<file path="config.mk">
export PLATFORM = sky130hd
export DESIGN_NAME = fx_fanout_xlat
export DESIGN_NICKNAME = d
export VERILOG_FILES = /design/src/rtl/fx_pkg.sv /design/src/rtl/fx_tbl_ram.sv /design/src/rtl/fx_host_port.sv /design/src/rtl/fx_burst_seq.sv /design/src/rtl/fx_fanout_xlat.sv
export SDC_FILE = /design/constraint.sdc
export NUM_CORES = 1
export LEC_CHECK = 0
export BUFFER_PORTS_ARGS = -buffer_cell sky130_fd_sc_hd__buf_4
export CAP_MARGIN = 15
export CORE_MARGIN = 8
export CORE_UTILIZATION = 45
export DETAILED_ROUTE_END_ITERATION = 12
export SETUP_SLACK_MARGIN = 0.1
export SLEW_MARGIN = 15
export SYNTH_ARGS = -nofsm -noshare
export SYNTH_HDL_FRONTEND = slang
export SYNTH_SLANG_ARGS = --single-unit
</file>
<file path="constraint.sdc">
create_clock -name clk -period 4.5 [get_ports clk]
set_input_delay 0.45 -clock clk [delete_from_list [all_inputs] [get_ports clk]]
set_output_delay 0.45 -clock clk [all_outputs]
set_load 0.01 [all_outputs]
</file>
<file path="src/rtl/fx_pkg.sv">
package fx_pkg;

  // Polarity selection held in each index entry.
  typedef enum logic [1:0] {
    POL_ANY      = 2'd0,
    POL_ON_ONLY  = 2'd1,
    POL_OFF_ONLY = 2'd2,
    POL_BLOCK    = 2'd3
  } pol_mode_e;

  // Output steering tag carried by each destination word.
  typedef enum logic [1:0] {
    PORT_LOCAL = 2'd0,
    PORT_DOM_A = 2'd1,
    PORT_DOM_B = 2'd2,
    PORT_RSVD  = 2'd3
  } port_tag_e;

  typedef enum logic {
    SEQ_IDLE  = 1'b0,
    SEQ_BURST = 1'b1
  } seq_state_e;

  // Does an event of polarity on_bit pass the given mode?
  function automatic logic pol_pass(input logic [1:0] mode, input logic on_bit);
    case (pol_mode_e'(mode))
      POL_ANY:      return 1'b1;
      POL_ON_ONLY:  return on_bit;
      POL_OFF_ONLY: return !on_bit;
      default:      return 1'b0;
    endcase
  endfunction

endpackage

</file>
<file path="src/rtl/fx_tbl_ram.sv">
module fx_tbl_ram #(
  parameter int AW         = 5,
  parameter int DW         = 16,
  parameter bit CLR_ON_RST = 1'b0
) (
  input  logic          clk,
  input  logic          rst_n,
  input  logic          we,
  input  logic [AW-1:0] waddr,
  input  logic [DW-1:0] wdata,
  input  logic [AW-1:0] raddr,
  output logic [DW-1:0] rdata
);
  localparam int DEPTH = 1 << AW;

  logic [DW-1:0] mem [DEPTH];

  generate
    if (CLR_ON_RST) begin : g_clr
      // Index store: must come up empty, so every word is reset.
      always_ff @(posedge clk or negedge rst_n) begin
        if (!rst_n) begin
          for (int i = 0; i < DEPTH; i++) mem[i] <= '0;
        end else if (we) begin
          mem[waddr] <= wdata;
        end
      end
    end else begin : g_plain
      // List store: plain array, writes blocked while reset is held.
      always_ff @(posedge clk) begin
        if (we && rst_n) mem[waddr] <= wdata;
      end
    end
  endgenerate

  assign rdata = mem[raddr];

endmodule

</file>
<file path="src/rtl/fx_host_port.sv">
module fx_host_port #(
  parameter int HA_W    = 6,
  parameter int HD_W    = 16,
  parameter int IDX_AW  = 5,
  parameter int LIST_AW = 6,
  parameter int IDX_W   = 16,
  parameter int LST_W   = 10
) (
  input  logic               hw_req,
  input  logic               hw_tbl,
  input  logic [HA_W-1:0]    hw_addr,
  input  logic [HD_W-1:0]    hw_data,
  input  logic               seq_busy,
  output logic               hw_ack,
  output logic               idx_we,
  output logic [IDX_AW-1:0]  idx_waddr,
  output logic [IDX_W-1:0]   idx_wdata,
  output logic               lst_we,
  output logic [LIST_AW-1:0] lst_waddr,
  output logic [LST_W-1:0]   lst_wdata
);
  // A write is only taken between bursts; otherwise the request waits.
  assign hw_ack    = hw_req && !seq_busy;
  assign idx_we    = hw_ack && !hw_tbl;
  assign lst_we    = hw_ack && hw_tbl;
  assign idx_waddr = hw_addr[IDX_AW-1:0];
  assign lst_waddr = hw_addr[LIST_AW-1:0];
  assign idx_wdata = hw_data[IDX_W-1:0];
  assign lst_wdata = hw_data[LST_W-1:0];

endmodule

</file>
<file path="src/rtl/fx_burst_seq.sv">
module fx_burst_seq
  import fx_pkg::*;
#(
  parameter int LIST_AW = 6,
  parameter int CNT_W   = 7
) (
  input  logic               clk,
  input  logic               rst_n,
  input  logic               in_valid,
  input  logic               on_bit,
  input  logic               hw_req,
  input  logic               ent_valid,
  input  logic [1:0]         ent_pol,
  input  logic [LIST_AW-1:0] ent_start,
  input  logic [CNT_W-1:0]   ent_count,
  input  logic               out_full,
  output logic               in_ready,
  output logic               take,
  output logic               launch,
  output logic               busy,
  output logic               out_push,
  output logic [LIST_AW-1:0] rd_ptr
);
  localparam logic [CNT_W-1:0] ONE = CNT_W'(1);

  seq_state_e         state_q;
  logic [CNT_W-1:0]   rem_q;
  logic [LIST_AW-1:0] ptr_q;

  // Circular step through the destination list.
  function automatic logic [LIST_AW-1:0] ptr_next(input logic [LIST_AW-1:0] p);
    return p + 1'b1;
  endfunction

  assign busy     = (state_q == SEQ_BURST);
  assign in_ready = !busy && !hw_req;
  assign take     = in_valid && in_ready;
  assign launch   = take && ent_valid && (ent_count != '0) && pol_pass(ent_pol, on_bit);
  assign out_push = busy && !out_full;
  assign rd_ptr   = ptr_q;

  always_ff @(posedge clk or negedge rst_n) begin
    if (!rst_n) begin
      state_q <= SEQ_IDLE;
      rem_q   <= '0;
      ptr_q   <= '0;
    end else if (launch) begin
      state_q <= SEQ_BURST;
      rem_q   <= ent_count;
      ptr_q   <= ent_start;
    end else if (out_push) begin
      ptr_q <= ptr_next(ptr_q);
      rem_q <= rem_q - 1'b1;
      if (rem_q == ONE) state_q <= SEQ_IDLE;
    end
  end

  // no event is taken while a burst is draining.
  p_no_take_busy_r6: assert property (@(posedge clk) disable iff (!rst_n)
    busy |-> !take) else $error("take during burst");

  // a launched event is followed by a burst.
  p_launch_busy_r2: assert property (@(posedge clk) disable iff (!rst_n)
    launch |=> busy) else $error("launch without burst");

  // a taken event that does not launch leaves the block idle.
  p_skip_idle_r4: assert property (@(posedge clk) disable iff (!rst_n)
    (take && !launch) |=> !busy) else $error("skipped event started a burst");

  // a stall holds the burst and its read pointer.
  p_stall_hold_r3: assert property (@(posedge clk) disable iff (!rst_n)
    (busy && out_full) |=> (busy && $stable(rd_ptr))) else $error("stall lost state");

  // the pointer wraps from the top entry to entry zero.
  p_ptr_wrap_r9: assert property (@(posedge clk) disable iff (!rst_n)
    (out_push && (&rd_ptr) && rem_q != ONE) |=> (rd_ptr == '0)) else $error("pointer wrap");

endmodule

</file>
<file path="src/rtl/fx_fanout_xlat.sv">
module fx_fanout_xlat #(
  parameter int SRC_W   = 6,
  parameter int LIST_AW = 6,
  parameter int DST_W   = 8,
  parameter int HA_W    = ((SRC_W - 1) > LIST_AW) ? (SRC_W - 1) : LIST_AW,
  parameter int HD_W    = 3 + LIST_AW + LIST_AW + 1
) (
  input  logic             clk,
  input  logic             rst_n,
  input  logic             in_valid,
  input  logic [SRC_W-1:0] in_addr,
  output logic             in_ready,
  input  logic             out_full,
  output logic             out_push,
  output logic [DST_W-1:0] out_dest,
  output logic [1:0]       out_port,
  input  logic             hw_req,
  input  logic             hw_tbl,
  input  logic [HA_W-1:0]  hw_addr,
  input  logic [HD_W-1:0]  hw_data,
  output logic             hw_ack
);
  localparam int IDX_AW = SRC_W - 1;
  localparam int CNT_W  = LIST_AW + 1;
  localparam int IDX_W  = 3 + LIST_AW + CNT_W;
  localparam int LST_W  = 2 + DST_W;

  typedef struct packed {
    logic               valid;
    logic [1:0]         pol;
    logic [LIST_AW-1:0] start;
    logic [CNT_W-1:0]   count;
  } idx_ent_t;

  typedef struct packed {
    logic [1:0]       port;
    logic [DST_W-1:0] dest;
  } lst_ent_t;

  logic               seq_busy, seq_take, seq_launch;
  logic               idx_we, lst_we;
  logic [IDX_AW-1:0]  idx_waddr;
  logic [IDX_W-1:0]   idx_wdata, idx_rdata;
  logic [LIST_AW-1:0] lst_waddr, rd_ptr;
  logic [LST_W-1:0]   lst_wdata, lst_rdata;
  idx_ent_t           ent;
  lst_ent_t           dst;

  fx_host_port #(
    .HA_W(HA_W), .HD_W(HD_W), .IDX_AW(IDX_AW), .LIST_AW(LIST_AW),
    .IDX_W(IDX_W), .LST_W(LST_W)
  ) u_host (
    .hw_req(hw_req), .hw_tbl(hw_tbl), .hw_addr(hw_addr), .hw_data(hw_data),
    .seq_busy(seq_busy), .hw_ack(hw_ack),
    .idx_we(idx_we), .idx_waddr(idx_waddr), .idx_wdata(idx_wdata),
    .lst_we(lst_we), .lst_waddr(lst_waddr), .lst_wdata(lst_wdata)
  );

  fx_tbl_ram #(.AW(IDX_AW), .DW(IDX_W), .CLR_ON_RST(1'b1)) u_idx (
    .clk(clk), .rst_n(rst_n), .we(idx_we), .waddr(idx_waddr), .wdata(idx_wdata),
    .raddr(in_addr[SRC_W-1:1]), .rdata(idx_rdata)
  );

  fx_tbl_ram #(.AW(LIST_AW), .DW(LST_W), .CLR_ON_RST(1'b0)) u_lst (
    .clk(clk), .rst_n(rst_n), .we(lst_we), .waddr(lst_waddr), .wdata(lst_wdata),
    .raddr(rd_ptr), .rdata(lst_rdata)
  );

  assign ent = idx_ent_t'(idx_rdata);
  assign dst = lst_ent_t'(lst_rdata);

  fx_burst_seq #(.LIST_AW(LIST_AW), .CNT_W(CNT_W)) u_seq (
    .clk(clk), .rst_n(rst_n), .in_valid(in_valid), .on_bit(in_addr[0]),
    .hw_req(hw_req), .ent_valid(ent.valid), .ent_pol(ent.pol),
    .ent_start(ent.start), .ent_count(ent.count), .out_full(out_full),
    .in_ready(in_ready), .take(seq_take), .launch(seq_launch), .busy(seq_busy),
    .out_push(out_push), .rd_ptr(rd_ptr)
  );

  assign out_dest = dst.dest;
  assign out_port = dst.port;

  // a host write and an event take never share an edge.
  p_ack_excl_r7: assert property (@(posedge clk) disable iff (!rst_n)
    hw_ack |-> !seq_take) else $error("write and take together");

  // the outbound FIFO is never written while full.
  p_no_push_full_r3: assert property (@(posedge clk) disable iff (!rst_n)
    out_push |-> !out_full) else $error("push while full");

  // table writes only land between bursts.
  p_write_idle_r7: assert property (@(posedge clk) disable iff (!rst_n)
    (idx_we || lst_we) |-> !seq_busy) else $error("write during burst");

endmodule

</file>
Yosys cells after proc, flatten, opt, wreduce, memory -nomap -nowiden
Memories as Yosys holds them, arrays and structs flattened. Index checks and enable logic that the tools add are counted.

$lt $le $gt $ge: 3. Reductions and logical operators: 21. Muxes and demuxes: 16. Eq/ne operators: 3. $add $sub $neg: 2. Bitwise operators: 2.

Operators with widths (number): $bwmux 512 (1); $bmux 16 s5 (1); $demux 16 s5 (1); $mux 16 (3); $mux 7 (2); $ge 6x6->1 const B (2); $mux 6 (2); $not 5->6 (2); $logic_and 1x1->1 (11); $eq 7x1->1 const B (1); $reduce_bool 7->1 (1); $sub 7x1->7 const B (1); $add 6x1->6 const B (1); $lt 6x1->1 const B (1); $logic_not 1->1 (5); $mux 1 (5); $reduce_bool 2->1 (2); $pmux 1 s3 (1); $eq 2x1->1 const B (1); $eq 2x2->1 const B (1); $logic_not 2->1 (1); $reduce_and 2->1 (1).

Register bits after elaboration: 526. Memories kept: 1. Bits in writable memories: 640. Input bits: 34. Logic and storage cells: 83.

Memory list: u_lst.mem (depth 64, bits a word 10, read ports 1, clocked after Yosys merged registers in 0, write ports 1, RTL line fx_tbl_ram.sv:16) `logic [DW-1:0] mem [DEPTH];`.

Logic depth before layout (Yosys ltp)
Word-level depth: 9. Mapped depth: 14. Depth with buffers taken out: 7.

By module
Synthesis repeated with hierarchy kept, for this count alone.

Cells, all modules: 3000. Area total of the unflattened synthesis: 49879.1 µm².

By module, submodules not included: fx_tbl_ram (u_lst) (instances 1, cells an instance 1138, area each 24821.3 µm²); fx_tbl_ram (u_idx) (instances 1, cells an instance 1730, area each 23907.9 µm²); fx_burst_seq (instances 1, cells an instance 92, area each 844.6 µm²); fx_host_port (instances 1, cells an instance 40, area each 305.3 µm²).

Worst setup path after synthesis
No wires, ideal clock.

Kind: register -> output. From: reg u_seq.ptr_q[0] (netlist: u_seq.rd_ptr[0]). To: out out_dest[0]. Data arrival time: 2.966 ns. Cell stages (with the launch flop): 7. Buffers on the path: 3. Required time: 4.050 ns. Path slack: 1.084 ns. Cells stage by stage: dfrtp_1 clkbuf_1 clkbuf_1 buf_1 mux4_2 mux4_2 mux4_2.

Word-level cells in the longest chain between the ends: 1.

Ends and longest elaborated chain: start: declaration (RTL line fx_burst_seq.sv:28) `logic [LIST_AW-1:0] ptr_q;`; start signal: assignment (RTL line fx_burst_seq.sv:50) `ptr_q <= ent_start;`; start signal: assignment (RTL line fx_burst_seq.sv:52) `ptr_q <= ptr_next(ptr_q);`; $mem_v2 64x10; end: declaration (RTL line fx_fanout_xlat.sv:15) `output logic [DST_W-1:0] out_dest,`.

Every way passes these cells.

Worst setup path after layout
From: reg u_seq.ptr_q[0] (netlist: u_seq.rd_ptr[0]). To: out out_dest[6].

The elaborated chain is that of the path after synthesis.

==> summary.md <==
| Metric | Value |
|---|---|
| Flops & latches, synth | 1166 |
| Post-synthesis sequential area ratio | 66.6% |
| Worst slew margin | 20.7% |
| R2R setup slack | 1280 ps |
| CTS tree | done |
| Sink Count | 1166 |
| CP peak stage delay | 600 ps |
| 1st-pass router iterations | 5 |
| Post-route ant nets | 0 |
| RSZ-0062 raised after global routing | no |
| Startpoint types | flop |
| Vias in the first global route | 25933 |
| Pint | 21.5 mW |
| Combinational power share | 20.9% |
| CP max stage cell | dfrtp_4 |
| Final worst-path cycle share | 90.7% |
| Max-cap viol count | 0 |
| Fill cells | 8578 |
| Clk slew on worst S/H paths | 60 ps |
| Sw Share | 26.3% |
| RD Place Congestion | 0.806 |
| Final setup viols | 0 |
| Crit path top cell by count | mux4_2 |
| Worst hold path type | input pin to flop |
| Share of cells above drive strength 1 | 44.4% |
| Distinct cell type count after synthesis | 56 |
| Die Y | 345 um |
| Number of synthesized flops with an enable pin | 640 |
| Final worst clock skew | 28.4 ps |
| Mapped Area | 0.0486 sq mm |
| Final count of hold timing violations | 0 |
| Crit path kind | flop to output pin |
| Fmax | 0.245 GHz |
| Hold Path Depth | 4 |
| CP Capture Type | output pin |
| Share of the synthesized area in the top cell type | 39.5% |
| Skew-Pair Late Insertion Delay | 720 ps |
| Ports | 47 |
| Final worst path period need | 4080 ps |
| Leading cell type in the layout, fill and taps excluded | edfxtp_1 |
| Reg-to-reg startpoint | u_seq.busy$_DFFE_PN0P_ |
| Max-slew violations | 0 |
| Sequential share of power | 44.0% |
| Worst-margin pin slew | 1190 ps |
| CP cell instances | buf_12 > buf_12 > mux4_2 > mux4_2 > mux4_2 > buf_4 |
| Maximum vdd drop | 0.327 mV |
| Largest cells by area after synthesis | edfxtp_1 (40%), dfrtp_1 (27%), mux4_2 (16%) |
| First-pass GRT wire length | 174000 um |
| Cell family with most CP delay | multiplexers |
| Drt total wl | 116000 um |
| Syn Nets | 2582 |
| Vias | 24381 |
| R2R depth | 8 |
| LEAKAGE | 21.0 nW |
| Most frequent cells in the layout | edfxtp_1 (640), dfrtp_1 (522), mux2_2 (521), mux4_2 (337), clkbuf_16 (119) |
| Syn Area/Cell | 19.1 sq um |
| Hold endpoint | u_seq.busy$_DFFE_PN0P_ |
| CTS H-tree depth | 3 |
| Post-CTS sizing | 0 |
| CP Max Fanout | 26 |
| Die X | 345 um |
| Synth warn | 0 |
| Hold Crit Start | out_full |
| Initial cell density of the core | 45.4% |
| Fin util | 51.2% |
| CTS Buf Count | 119 |
| Reg area | 0.0324 sq mm |
| Fin nets | 2637 |
| Largest area contributor in the netlist | edfxtp_1 |
| Fin Setup TNS | 0 ps |
| Vias per std cell | 5.93 |
| Proportion of power drawn by the clock network | 35.1% |
| R2R Path End | u_seq.rd_ptr[1]$_DFFE_PN0P_ |
| GRT Total Usage | 19.7% |
| WP data required | 4050 ps |
| Wire per inst | 28.3 um |
| Ys flop type | edfxtp_1 |
| Mapped Cells | 2545 |
| PwrDens | 531 mW/mm^2 |
| Site Rows | 120 |
| Worst path bufs/invs | 3 |
| Psw | 7.68 mW |
| Clock Tree Buf Depth | 3 |
| Number of DRC markers in iteration 0 | 1851 |
| Layout area overhead | 12.8% |
| DRC Markers | 0 |
| Initial antenna violation count | 2 |
| Root buffer cell | clkbuf_16 |
| Core ar. | 0.107 sq mm |
| GRT overflow | 0 |
| Outcome | finished, final reports clean |
| Asr flop ratio synth | 45.1% |
| Port bufs | 46 |
| Detailed Place HPWL | 68600 um |
| Largest net degree at the start of global routing | 188 |
| Crit path arrival time | 3630 ps |
| Multi-input logic area | 0.0155 sq mm |
| Die ar. | 0.119 sq mm |
-- worst register-to-register path, delay by kind of cell (launching register included) --
family | cells | cell delay [ps]
flip-flops | 1 | 470
AO/OA/AOI/OAI | 5 | 1570
AND/OR/NAND/NOR | 1 | 610
multiplexers | 1 | 220
buffers and inverters | 1 | 260
-- final cells by class --
type | count | share of cell area (%)
Inverter | 6 | 0.0410
Antenna cell | 5 | 0.0228
Clock buffer | 161 | 6.09
Sequential cell | 1166 | 59.0
Clock inverter | 63 | 1.44
Multi-Input combinational cell | 1188 | 28.2
Timing Repair Buffer | 119 | 1.96
Tap cell | 1403 | 3.20
-- cell usage after synthesis (7+ instances only) --
library cell / n
a22oi_1: 7
nand3_1: 16
mux2_2: 521
nor2b_1: 22
nand2_1: 44
mux4_2: 337
clkbuf_1: 129
a211oi_1: 7
buf_1: 28
dfrtp_1: 526
o22ai_1: 13
edfxtp_1: 640
nand2b_1: 8
mux2i_1: 43
buf_6: 7
buf_2: 15
nor2_1: 89
-- how the worst max path moves through the flow --
stage | from | depth (start not counted) | slack, ps | end
floorplan | u_seq.rd_ptr[0]$_DFFE_PN0P_ | 6 | 1080 | out_dest[0]
global placement | in_addr[2] | 11 | 810 | u_seq.rd_ptr[3]$_DFFE_PN0P_
detailed placement | in_addr[2] | 11 | 850 | u_seq.rd_ptr[3]$_DFFE_PN0P_
CTS | u_seq.rd_ptr[0]$_DFFE_PN0P_ | 5 | 320 | out_dest[7]
global route | u_seq.rd_ptr[0]$_DFFE_PN0P_ | 6 | 250 | out_dest[7]
finish | u_seq.rd_ptr[0]$_DFFE_PN0P_ | 6 | 420 | out_dest[6]
-- what timing repair did --
action	in CTS	in global routing
setup buffers	0	0
endpoints found under the hold margin	53	0
hold buffers	1	0
-- power groups by stage --
stage               combinational (mW)  sequential (mW)  clock (mW)
finish                            6.09             12.8        10.2
global route                      6.49             12.9        10.9
CTS                               6.24             12.8        10.5
detailed placement                6.23             13.0           0
global placement                  6.12             13.0           0
floorplan                         4.32             12.6           0
-- through the flow --
step           power, mW  cell area [sq um]  std cells  setup WS [ps]  hold slack [ps]
3_3_place_gp        19.1              50700       3881            813              279
3_5_place_dp        19.2              50700       3881            852              280
4_1_cts             29.5              54900       4106            320             85.6
2_1_floorplan       16.9              48600       2545           1080              154
5_1_grt             30.3              54900       4108            253              132
6_report            29.1              54900       4111            419              141
-- registers in the layout, indices dropped and copies added, names as in the netlist --
name	count
u_lst.mem	640
u_idx.mem	512
u_seq.rem_q	7
u_seq.rd_ptr	6
u_seq.busy	1
-- cells by family (layout without fill, tap and decap cells) --
kind of cell | count (synthesis) | count (layout) | share of synthesized area (%)
buf+inv | 191 | 349 | 1.67
mux | 904 | 904 | 28.6
flops | 1166 | 1166 | 66.6
other cells | 0 | 5 | 0
simple gates | 210 | 210 | 2.00
xor+xnor | 11 | 11 | 0.198
fa+ha+maj | 3 | 3 | 0.0772
compound gates | 60 | 60 | 0.880
-- routing by layer --
layer  routed length [um]  track usage [%]
met1                49300             27.0
met2                57600             32.6
met3                 6060             3.19
met4                 3160             6.03
met5                    0                0
(Power assumes the default switching activity.)
